<file path="src/rtl/acc_alu_pkg.sv">
package acc_alu_pkg;

  typedef enum logic [3:0] {
    OP_ADD_C = 4'd0,
    OP_SUB_B = 4'd1,
    OP_AND   = 4'd2,
    OP_OR    = 4'd3,
    OP_XOR   = 4'd4,
    OP_SHL   = 4'd5,
    OP_SHR   = 4'd6,
    OP_ROTL  = 4'd7,
    OP_ROTR  = 4'd8,
    OP_INC   = 4'd9,
    OP_DEC   = 4'd10,
    OP_CMP   = 4'd11,
    OP_TEST  = 4'd12
  } alu_op_e;

  // status bit positions; the sequencer decodes these
  localparam int SB_C   = 0;
  localparam int SB_Z   = 1;
  localparam int SB_I   = 2;
  localparam int SB_D   = 3;
  localparam int SB_B   = 4;
  localparam int SB_ONE = 5;
  localparam int SB_V   = 6;
  localparam int SB_N   = 7;

  typedef struct packed {
    logic n;
    logic v;
    logic z;
    logic c;
  } flags_t;

  typedef enum logic [1:0] {
    SRC_ADD   = 2'd0,
    SRC_LOGIC = 2'd1,
    SRC_PASS  = 2'd2
  } src_e;

endpackage

</file>
<file path="src/rtl/acc_adder.sv">
module acc_adder
  import acc_alu_pkg::*;
#(
  parameter int WIDTH  = 8,
  parameter bit RIPPLE = 1'b1
) (
  input  logic [WIDTH-1:0] a_i,
  input  logic [WIDTH-1:0] b_i,
  input  logic             cin_i,
  output logic [WIDTH-1:0] sum_o,
  output logic             cout_o,
  output logic             ovf_o
);

  localparam int MSB = WIDTH - 1;

  generate
    if (RIPPLE) begin : g_ripple
      logic [WIDTH:0] carry;
      assign carry[0] = cin_i;
      for (genvar i = 0; i < WIDTH; i++) begin : g_bit
        assign sum_o[i]     = a_i[i] ^ b_i[i] ^ carry[i];
        assign carry[i+1]   = (a_i[i] & b_i[i]) | (carry[i] & (a_i[i] ^ b_i[i]));
      end
      assign cout_o = carry[WIDTH];

      // gate-level chain checked against word arithmetic
      always_comb begin
        assert_adder_sum_R2: assert ({cout_o, sum_o} ==
          ({1'b0, a_i} + {1'b0, b_i} + (WIDTH+1)'(cin_i)))
          else $error("adder chain disagrees with word sum");
      end
    end else begin : g_flat
      logic [WIDTH:0] total;
      assign total  = {1'b0, a_i} + {1'b0, b_i} + (WIDTH+1)'(cin_i);
      assign sum_o  = total[MSB:0];
      assign cout_o = total[WIDTH];
    end
  endgenerate

  // signed overflow: like-signed operands, differently signed sum
  assign ovf_o = (a_i[MSB] == b_i[MSB]) && (sum_o[MSB] != a_i[MSB]);

endmodule

</file>
<file path="src/rtl/acc_logic_unit.sv">
module acc_logic_unit
  import acc_alu_pkg::*;
#(
  parameter int WIDTH = 8
) (
  input  logic [3:0]       op_i,
  input  logic [WIDTH-1:0] a_i,
  input  logic [WIDTH-1:0] m_i,
  input  logic             cin_i,
  output logic [WIDTH-1:0] res_o,
  output logic             cout_o
);

  localparam int MSB = WIDTH - 1;

  always_comb begin
    res_o  = a_i;
    cout_o = cin_i;
    case (op_i)
      OP_AND:  res_o = a_i & m_i;
      OP_OR:   res_o = a_i | m_i;
      OP_XOR:  res_o = a_i ^ m_i;
      OP_SHL: begin
        res_o  = {a_i[MSB-1:0], 1'b0};
        cout_o = a_i[MSB];
      end
      OP_SHR: begin
        res_o  = {1'b0, a_i[MSB:1]};
        cout_o = a_i[0];
      end
      OP_ROTL: begin
        res_o  = {a_i[MSB-1:0], cin_i};
        cout_o = a_i[MSB];
      end
      OP_ROTR: begin
        res_o  = {cin_i, a_i[MSB:1]};
        cout_o = a_i[0];
      end
      default: begin
        res_o  = a_i;
        cout_o = cin_i;
      end
    endcase
  end

endmodule

</file>
<file path="src/rtl/acc_flag_merge.sv">
module acc_flag_merge
  import acc_alu_pkg::*;
(
  input  logic [7:0] status_i,
  input  flags_t     upd_i,
  input  flags_t     val_i,
  output logic [7:0] status_o
);

  always_comb begin
    status_o         = status_i;
    status_o[SB_ONE] = 1'b1;
    if (upd_i.n) status_o[SB_N] = val_i.n;
    if (upd_i.v) status_o[SB_V] = val_i.v;
    if (upd_i.z) status_o[SB_Z] = val_i.z;
    if (upd_i.c) status_o[SB_C] = val_i.c;
  end

endmodule

</file>
<file path="src/rtl/acc_alu.sv">
module acc_alu
  import acc_alu_pkg::*;
#(
  parameter int WIDTH  = 8,
  parameter bit RIPPLE = 1'b1
) (
  input  logic [3:0]       op_i,
  input  logic [WIDTH-1:0] a_i,
  input  logic [WIDTH-1:0] m_i,
  input  logic [7:0]       status_i,
  output logic [WIDTH-1:0] result_o,
  output logic [7:0]       status_o
);

  localparam int MSB = WIDTH - 1;
  localparam logic [WIDTH-1:0] ALL_ONES = {WIDTH{1'b1}};
  localparam logic [WIDTH-1:0] ALL_ZERO = {WIDTH{1'b0}};

  logic [WIDTH-1:0] add_b;
  logic             add_cin;
  logic [WIDTH-1:0] add_sum;
  logic             add_cout;
  logic             add_ovf;
  logic [WIDTH-1:0] lu_res;
  logic             lu_cout;
  src_e             res_sel;
  src_e             flg_sel;
  logic             is_test;
  flags_t           upd;
  flags_t           val;
  logic [WIDTH-1:0] flag_src;

  // operand steering and flag-update mask
  always_comb begin
    add_b   = m_i;
    add_cin = status_i[SB_C];
    res_sel = SRC_PASS;
    flg_sel = SRC_PASS;
    is_test = 1'b0;
    upd     = '0;
    case (op_i)
      OP_ADD_C, OP_SUB_B: begin
        add_b   = (op_i == OP_SUB_B) ? ~m_i : m_i;
        res_sel = SRC_ADD;
        flg_sel = SRC_ADD;
        upd.n = 1'b1; upd.v = 1'b1; upd.z = 1'b1; upd.c = 1'b1;
      end
      OP_AND, OP_OR, OP_XOR: begin
        res_sel = SRC_LOGIC;
        flg_sel = SRC_LOGIC;
        upd.n = 1'b1; upd.z = 1'b1;
      end
      OP_SHL, OP_SHR, OP_ROTL, OP_ROTR: begin
        res_sel = SRC_LOGIC;
        flg_sel = SRC_LOGIC;
        upd.n = 1'b1; upd.z = 1'b1; upd.c = 1'b1;
      end
      OP_INC, OP_DEC: begin
        add_b   = (op_i == OP_DEC) ? ALL_ONES : ALL_ZERO;
        add_cin = (op_i == OP_INC);
        res_sel = SRC_ADD;
        flg_sel = SRC_ADD;
        upd.n = 1'b1; upd.z = 1'b1;
      end
      OP_CMP: begin
        add_b   = ~m_i;
        add_cin = 1'b1;
        res_sel = SRC_PASS;
        flg_sel = SRC_ADD;
        upd.n = 1'b1; upd.z = 1'b1; upd.c = 1'b1;
      end
      OP_TEST: begin
        is_test = 1'b1;
        upd.n = 1'b1; upd.v = 1'b1; upd.z = 1'b1;
      end
      default: begin
        res_sel = SRC_PASS;
        flg_sel = SRC_PASS;
      end
    endcase
  end

  acc_adder #(.WIDTH(WIDTH), .RIPPLE(RIPPLE)) u_adder (
    .a_i    (a_i),
    .b_i    (add_b),
    .cin_i  (add_cin),
    .sum_o  (add_sum),
    .cout_o (add_cout),
    .ovf_o  (add_ovf)
  );

  acc_logic_unit #(.WIDTH(WIDTH)) u_logic (
    .op_i   (op_i),
    .a_i    (a_i),
    .m_i    (m_i),
    .cin_i  (status_i[SB_C]),
    .res_o  (lu_res),
    .cout_o (lu_cout)
  );

  // result and flag-source multiplexers
  always_comb begin
    case (res_sel)
      SRC_ADD:   result_o = add_sum;
      SRC_LOGIC: result_o = lu_res;
      default:   result_o = a_i;
    endcase
    case (flg_sel)
      SRC_ADD:   flag_src = add_sum;
      SRC_LOGIC: flag_src = lu_res;
      default:   flag_src = a_i;
    endcase
  end

  always_comb begin
    val.n = is_test ? m_i[MSB]              : flag_src[MSB];
    val.v = is_test ? m_i[MSB-1]            : add_ovf;
    val.z = is_test ? ((a_i & m_i) == '0)   : (flag_src == '0);
    val.c = (flg_sel == SRC_LOGIC) ? lu_cout : add_cout;
  end

  acc_flag_merge u_merge (
    .status_i (status_i),
    .upd_i    (upd),
    .val_i    (val),
    .status_o (status_o)
  );

  // ---------------- assertions ----------------
  always_comb begin
    assert_fixed_bits_R1: assert (status_o[SB_ONE] &&
      (status_o[SB_B:SB_I] == status_i[SB_B:SB_I]))
      else $error("fixed status bits disturbed");

    if (op_i == OP_ADD_C) begin
      assert_add_sum_R2: assert ({status_o[SB_C], result_o} ==
        ({1'b0, a_i} + {1'b0, m_i} + (WIDTH+1)'(status_i[SB_C])))
        else $error("add result or carry wrong");
    end

    if (op_i == OP_AND || op_i == OP_OR || op_i == OP_XOR) begin
      assert_logic_keeps_vc_R4: assert ((status_o[SB_V] == status_i[SB_V]) &&
        (status_o[SB_C] == status_i[SB_C]))
        else $error("logic op touched V or C");
    end

    if (op_i == OP_CMP) begin
      assert_cmp_carry_R8: assert ((status_o[SB_C] == (a_i >= m_i)) && (result_o == a_i))
        else $error("compare carry or result wrong");
    end

    if (op_i == OP_TEST) begin
      assert_test_flags_R9: assert ((status_o[SB_N] == m_i[MSB]) &&
        (status_o[SB_V] == m_i[MSB-1]) && (result_o == a_i))
        else $error("bit test flags wrong");
    end

    if (op_i > OP_TEST) begin
      assert_reserved_R10: assert ((result_o == a_i) &&
        (status_o == (status_i | 8'h20)))
        else $error("reserved code changed state");
    end

    if (op_i <= OP_DEC) begin
      assert_zero_neg_R11: assert ((status_o[SB_Z] == (result_o == '0)) &&
        (status_o[SB_N] == result_o[MSB]))
        else $error("N/Z disagree with result");
    end
  end

endmodule

</file>
<file path="config.mk">
export PLATFORM = sky130hd
export DESIGN_NAME = acc_alu
export DESIGN_NICKNAME = d
export VERILOG_FILES = /design/src/rtl/acc_alu_pkg.sv /design/src/rtl/acc_adder.sv /design/src/rtl/acc_logic_unit.sv /design/src/rtl/acc_flag_merge.sv /design/src/rtl/acc_alu.sv
export SDC_FILE = /design/constraint.sdc
export NUM_CORES = 1
export LEC_CHECK = 0
export ABC_AREA = 1
export BUFFER_PORTS_ARGS = -buffer_cell sky130_fd_sc_hd__buf_2
export CAP_MARGIN = 20
export CELL_PAD_IN_SITES_DETAIL_PLACEMENT = 1
export CELL_PAD_IN_SITES_GLOBAL_PLACEMENT = 2
export CORE_ASPECT_RATIO = 0.75
export CORE_MARGIN = 2
export CORE_UTILIZATION = 28
export DETAILED_ROUTE_END_ITERATION = 10
export PLACE_DENSITY = 0.91
export SYNTH_ARGS = -nofsm -noshare
export SYNTH_HDL_FRONTEND = slang
export SYNTH_HIERARCHICAL = 1
export SYNTH_SLANG_ARGS = --single-unit
</file>
<file path="constraint.sdc">
create_clock -name vclk -period 6.3
set_input_delay 0.315 -clock vclk [all_inputs]
set_output_delay 0.315 -clock vclk [all_outputs]
set_load 0.02 [all_outputs]
</file>
### Word level (Yosys, flattened, before mapping)

Cells that the tools add are included.

| storage, ports and cells | value |
|---|---|
| register bits after elaboration | 0 |
| bits of input ports | 28 |
| output and inout port bits | 16 |
| logic and storage cells | 98 |

| operators by class | value |
|---|---|
| equal/unequal tests | 16 |
| mux-type cells | 22 |
| bitwise gates (word level) | 44 |
| reductions and logical operators | 16 |

Operators by type and width:

| cell | number |
|---|---|
| $pmux 8 s7 | 1 |
| $pmux 8 s2 | 2 |
| $pmux 8 s3 | 1 |
| $eq 4x4->1 const B | 5 |
| $and 1x1->1 | 16 |
| $eq 4x3->1 const B | 4 |
| $logic_not 8->1 | 2 |
| $mux 8 | 2 |
| $xor 1x1->1 | 16 |
| $reduce_or 7->1 | 2 |
| $reduce_or 13->1 | 1 |
| $mux 1 | 12 |
| $and 8x8->8 | 1 |
| $eq 4x2->1 const B | 2 |
| $not 8->8 | 1 |
| $or 1x1->1 | 8 |
| $or 8x8->8 | 1 |
| $pmux 2 s2 | 2 |
| $reduce_or 2->1 | 4 |
| $xor 8x8->8 | 1 |
| $reduce_or 5->1 | 1 |
| $eq 2x1->1 const B | 2 |
| $eq 4x1->1 const B | 1 |
| $logic_not 2->1 | 2 |
| other kinds (7) | 8 |

### Logic depth before layout (Yosys ltp)

| logic depth | value |
|---|---|
| depth after elaboration | 23 |
| mapped depth | 26 |
| depth with buffers taken out | 25 |

### Cells and area by module

The synthesis kept the hierarchy.

Modules (own cells, without submodules):

| module | instances | cells each | area an instance (um2) |
|---|---|---|---|
| acc_logic_unit | 1 | 138 | 768.2 |
| acc_alu | 1 | 146 | 711.9 |
| acc_adder | 1 | 24 | 229.0 |
| acc_flag_merge | 1 | 21 | 93.8 |

### Worst setup path after synthesis

Ideal clock, no wire load.

| timing path | value |
|---|---|
| path kind | input-to-output |
| start point | input port op_i[0] |
| end point | output port status_o[7] |
| data arrival time | 4.418 ns |
| required time | 5.985 ns |
| setup slack | 1.567 ns |
| cell stages on the path | 25 |
| path buffers | 1 |
| cells stage by stage | buf_4 > nand2_2 > inv_1 > nand2_1 > nand2_2 > o21ai_0 > a22oi_1 > fa_1 > inv_1 > fa_1 > inv_1 > fa_1 > fa_1 > fa_1 > fa_1 > fa_1 > inv_1 > fa_1 > inv_2 > nand2_1 > nand3_1 > nand2_1 > o21ai_0 > nand2_1 > nand2_1 |

RTL lines:

| item | line | source |
|---|---|---|
| from (decl) | acc_alu.sv:7 | `input logic [3:0] op_i,` |
| to (decl) | acc_alu.sv:12 | `output logic [7:0] status_o` |

==> flow_metrics.env <==
export IMPL_status="finished, final reports clean"
export IMPL_hold_path_class="in2out"
export IMPL_crit_arrival_ns=5.16
export IMPL_track_usage=0.1815
export IMPL_area_growth_pct=13.32
export IMPL_synth_fa_ha_area_frac=0.2068
export IMPL_synth_cells=329
export IMPL_fmax_mhz=182.6
export IMPL_worstPathMaxFanout=9
export IMPL_synth_top_family_by_area="simple AND/OR/NAND/NOR gates"
export IMPL_dr_pass1_iters=4
export IMPL_fin_crit_sh=0.8692
export IMPL_cts_hold_buf=0
export IMPL_final_nets=415
export IMPL_drtAntennaViolNets=0
export IMPL_synth_simple_area_share=0.4969
export IMPL_endpoint_kind="primary output"
export IMPL_portBuffers=36
export IMPL_ir_drop_mv=0.04237
export IMPL_critPathLaunchType="input port"
export IMPL_dieWidth_um=96.66
export IMPL_drc_errors=0
export IMPL_drtIter0Drc=109
export IMPL_ys_types=27
export IMPL_fin_tns_setup_ns=0
export IMPL_grt_max_degree=18
export IMPL_p_leak_uw=0.001201
export IMPL_row_count=25
export IMPL_wl_per_cell_um=14.78
export IMPL_avgSynthCellArea_um2=5.480
export IMPL_rsz0062_at_grt="false"
export IMPL_viasPerCell=4.866
export IMPL_yosysSeqAreaShare=0
export IMPL_initial_core_util=0.2882
export IMPL_num_antenna_cells=0
export IMPL_core_area_um2=6256
export IMPL_n_clock_buffer=0
export IMPL_final_max_slew_viol_count=0
export IMPL_cp_data_required_time_ns=5.98
export IMPL_die_area_um2=7104
export IMPL_place_gp_congestion=0.8427
export IMPL_wirelength_um=6518
export IMPL_num_fill_cells=909
export IMPL_synthMuxAreaShare=0
export IMPL_overflow=0
export IMPL_postCtsSetupBuffers=0
export IMPL_synth_xor_area_frac=0
export IMPL_power_density_nw_per_um2=94.86
export IMPL_nFlopsAndLatches=0
export IMPL_seq_area_um2=0
export IMPL_io_pins=44
export IMPL_ys_warnings_count=6
export IMPL_dieHeight_um=73.50
export IMPL_syn_nets=382
export IMPL_grt_pass1_wl_um=10640
export IMPL_vias=2146
export IMPL_tightestPinTransition_ns=0.7348
export IMPL_hpwl_um=5362
export IMPL_cts_resized=0
export IMPL_drive_above_1_share=0.1889
export IMPL_syn_area_um2=1803
export IMPL_synth_compound_area_frac=0.1339
export IMPL_hold_slack_ns=0.6300
export IMPL_grt_pass1_vias=2158
export IMPL_path_class="in2out"
export IMPL_finalSetupViolCount=0
export IMPL_period_minus_slack_ns=5.476
export IMPL_finalHoldViolCount=0
export IMPL_slew_headroom=0.5096
export IMPL_antenna_found_initial=0
export IMPL_cap_violations=0
## cells in the mapped netlist
library cell | number | area, um2
nor2_4 | 2 | 22.52
o21ai_2 | 2 | 17.52
inv_1 | 54 | 202.7
inv_2 | 7 | 26.28
nand2_4 | 1 | 11.26
o21ai_1 | 1 | 5.000
nand2_1 | 92 | 345.3
o211ai_1 | 6 | 45.04
o21ai_0 | 11 | 55.05
nand4_1 | 1 | 6.260
nand3b_1 | 8 | 60.06
fa_1 | 8 | 160.2
ha_1 | 17 | 212.7
o211ai_2 | 2 | 25.02
conb_1 | 1 | 3.750
a21oi_2 | 1 | 8.760
clkinv_1 | 1 | 3.750
nand3_2 | 1 | 10.01
nor3_1 | 1 | 5.000
nor2_2 | 5 | 31.28
o22ai_1 | 4 | 25.02
nand3_1 | 41 | 205.2
buf_4 | 6 | 45.04
nor2_1 | 38 | 142.6
buf_6 | 1 | 11.26
nand2_2 | 9 | 56.30
a22oi_1 | 8 | 60.06
## cell usage in the layout, fill, tap and decap left out
| master | instances |
|---|---|
| a21oi_2 | 1 |
| nand2_1 | 92 |
| o21ai_2 | 2 |
| fa_1 | 8 |
| nand3_2 | 1 |
| nand2_2 | 9 |
| inv_1 | 54 |
| nor3_1 | 1 |
| nand3_1 | 41 |
| a22oi_1 | 8 |
| nand2_4 | 1 |
| conb_1 | 1 |
| buf_2 | 36 |
| o21ai_0 | 11 |
| o22ai_1 | 4 |
| nand3b_1 | 8 |
| nor2_1 | 38 |
| clkinv_1 | 1 |
| o211ai_1 | 6 |
| nand4_1 | 1 |
| inv_2 | 7 |
| nor2_2 | 5 |
| o21ai_1 | 1 |
| ha_1 | 17 |
| o211ai_2 | 2 |
| buf_4 | 2 |
| nor2_4 | 2 |
## report_power, final
group / total (uW) / internal (uW) / switching [uW]
Combinational: 194 / 65.1 / 129
Clock: 0 / 0 / 0
Sequential: 0 / 0 / 0
Total: 194 / 65.1 / 129
## metrics by stage
stage / setup slack, ns / area, um2 / power, uW / util / cells
after floorplan: 1.567 / 1803 / 131.3 / - / 329
after global placement: 0.8767 / 2043 / 188.3 / 0.3266 / 441
after detailed placement: 0.8460 / 2043 / 193.1 / 0.3266 / 441
after CTS: 0.8379 / 2043 / 194.3 / 0.3266 / 441
after global routing: 0.5430 / 2043 / 217.7 / 0.3266 / 441
final: 0.8242 / 2043 / 193.8 / 0.3266 / 441
## final timing paths
check                    from           to  slack (ns)  depth (start not counted)
setup / recovery      op_i[0]  status_o[1]        0.82                         27
hold / removal    status_i[4]  status_o[4]        0.63                          0
## cell families after synthesis
logic type,after synthesis
AO/OA/AOI/OAI,35
adder cells (fa/ha/maj),25
buffers and inverters,69
other,1
AND/OR/NAND/NOR,199
## worst max-delay path: stages
cell and delay [ns]:
buf_2 0.11, inv_2 0.19, nand2_2 0.13, nand2_1 0.12
nand2_2 0.09, inv_2 0.17, a22oi_1 0.14, fa_1 0.42
inv_1 0.09, fa_1 0.18, inv_1 0.06, fa_1 0.40
fa_1 0.40, fa_1 0.40, fa_1 0.39, fa_1 0.37
inv_1 0.10, fa_1 0.42, inv_2 0.09, nand2_1 0.05
nand3_1 0.10, nor2_1 0.05, nand2_1 0.06, nand2_1 0.05
nand2_1 0.05, nand2_1 0.05, buf_2 0.15
## routing by layer
layer / routed length, um / GRT usage / vias up / share of wire
met1: 3266 / 0.2591 / 998 / 0.50
met4: 15 / 0.01095 / 0 / 0.0023
li1: - / - / 1097 / -
met3: 302 / 0.01427 / 2 / 0.046
met5: 0 / 0 / - / 0
met2: 2934 / 0.3164 / 49 / 0.45
## cell type report
class / count / area [um2] / area share
repair buffers: 38 / 195.2 / 0.09553
multi-input cells: 260 / 1514 / 0.7410
inverters: 62 / 232.7 / 0.1139
well taps: 81 / 101.3 / 0.04960
Note: power is estimated with default switching activity, not from simulation.
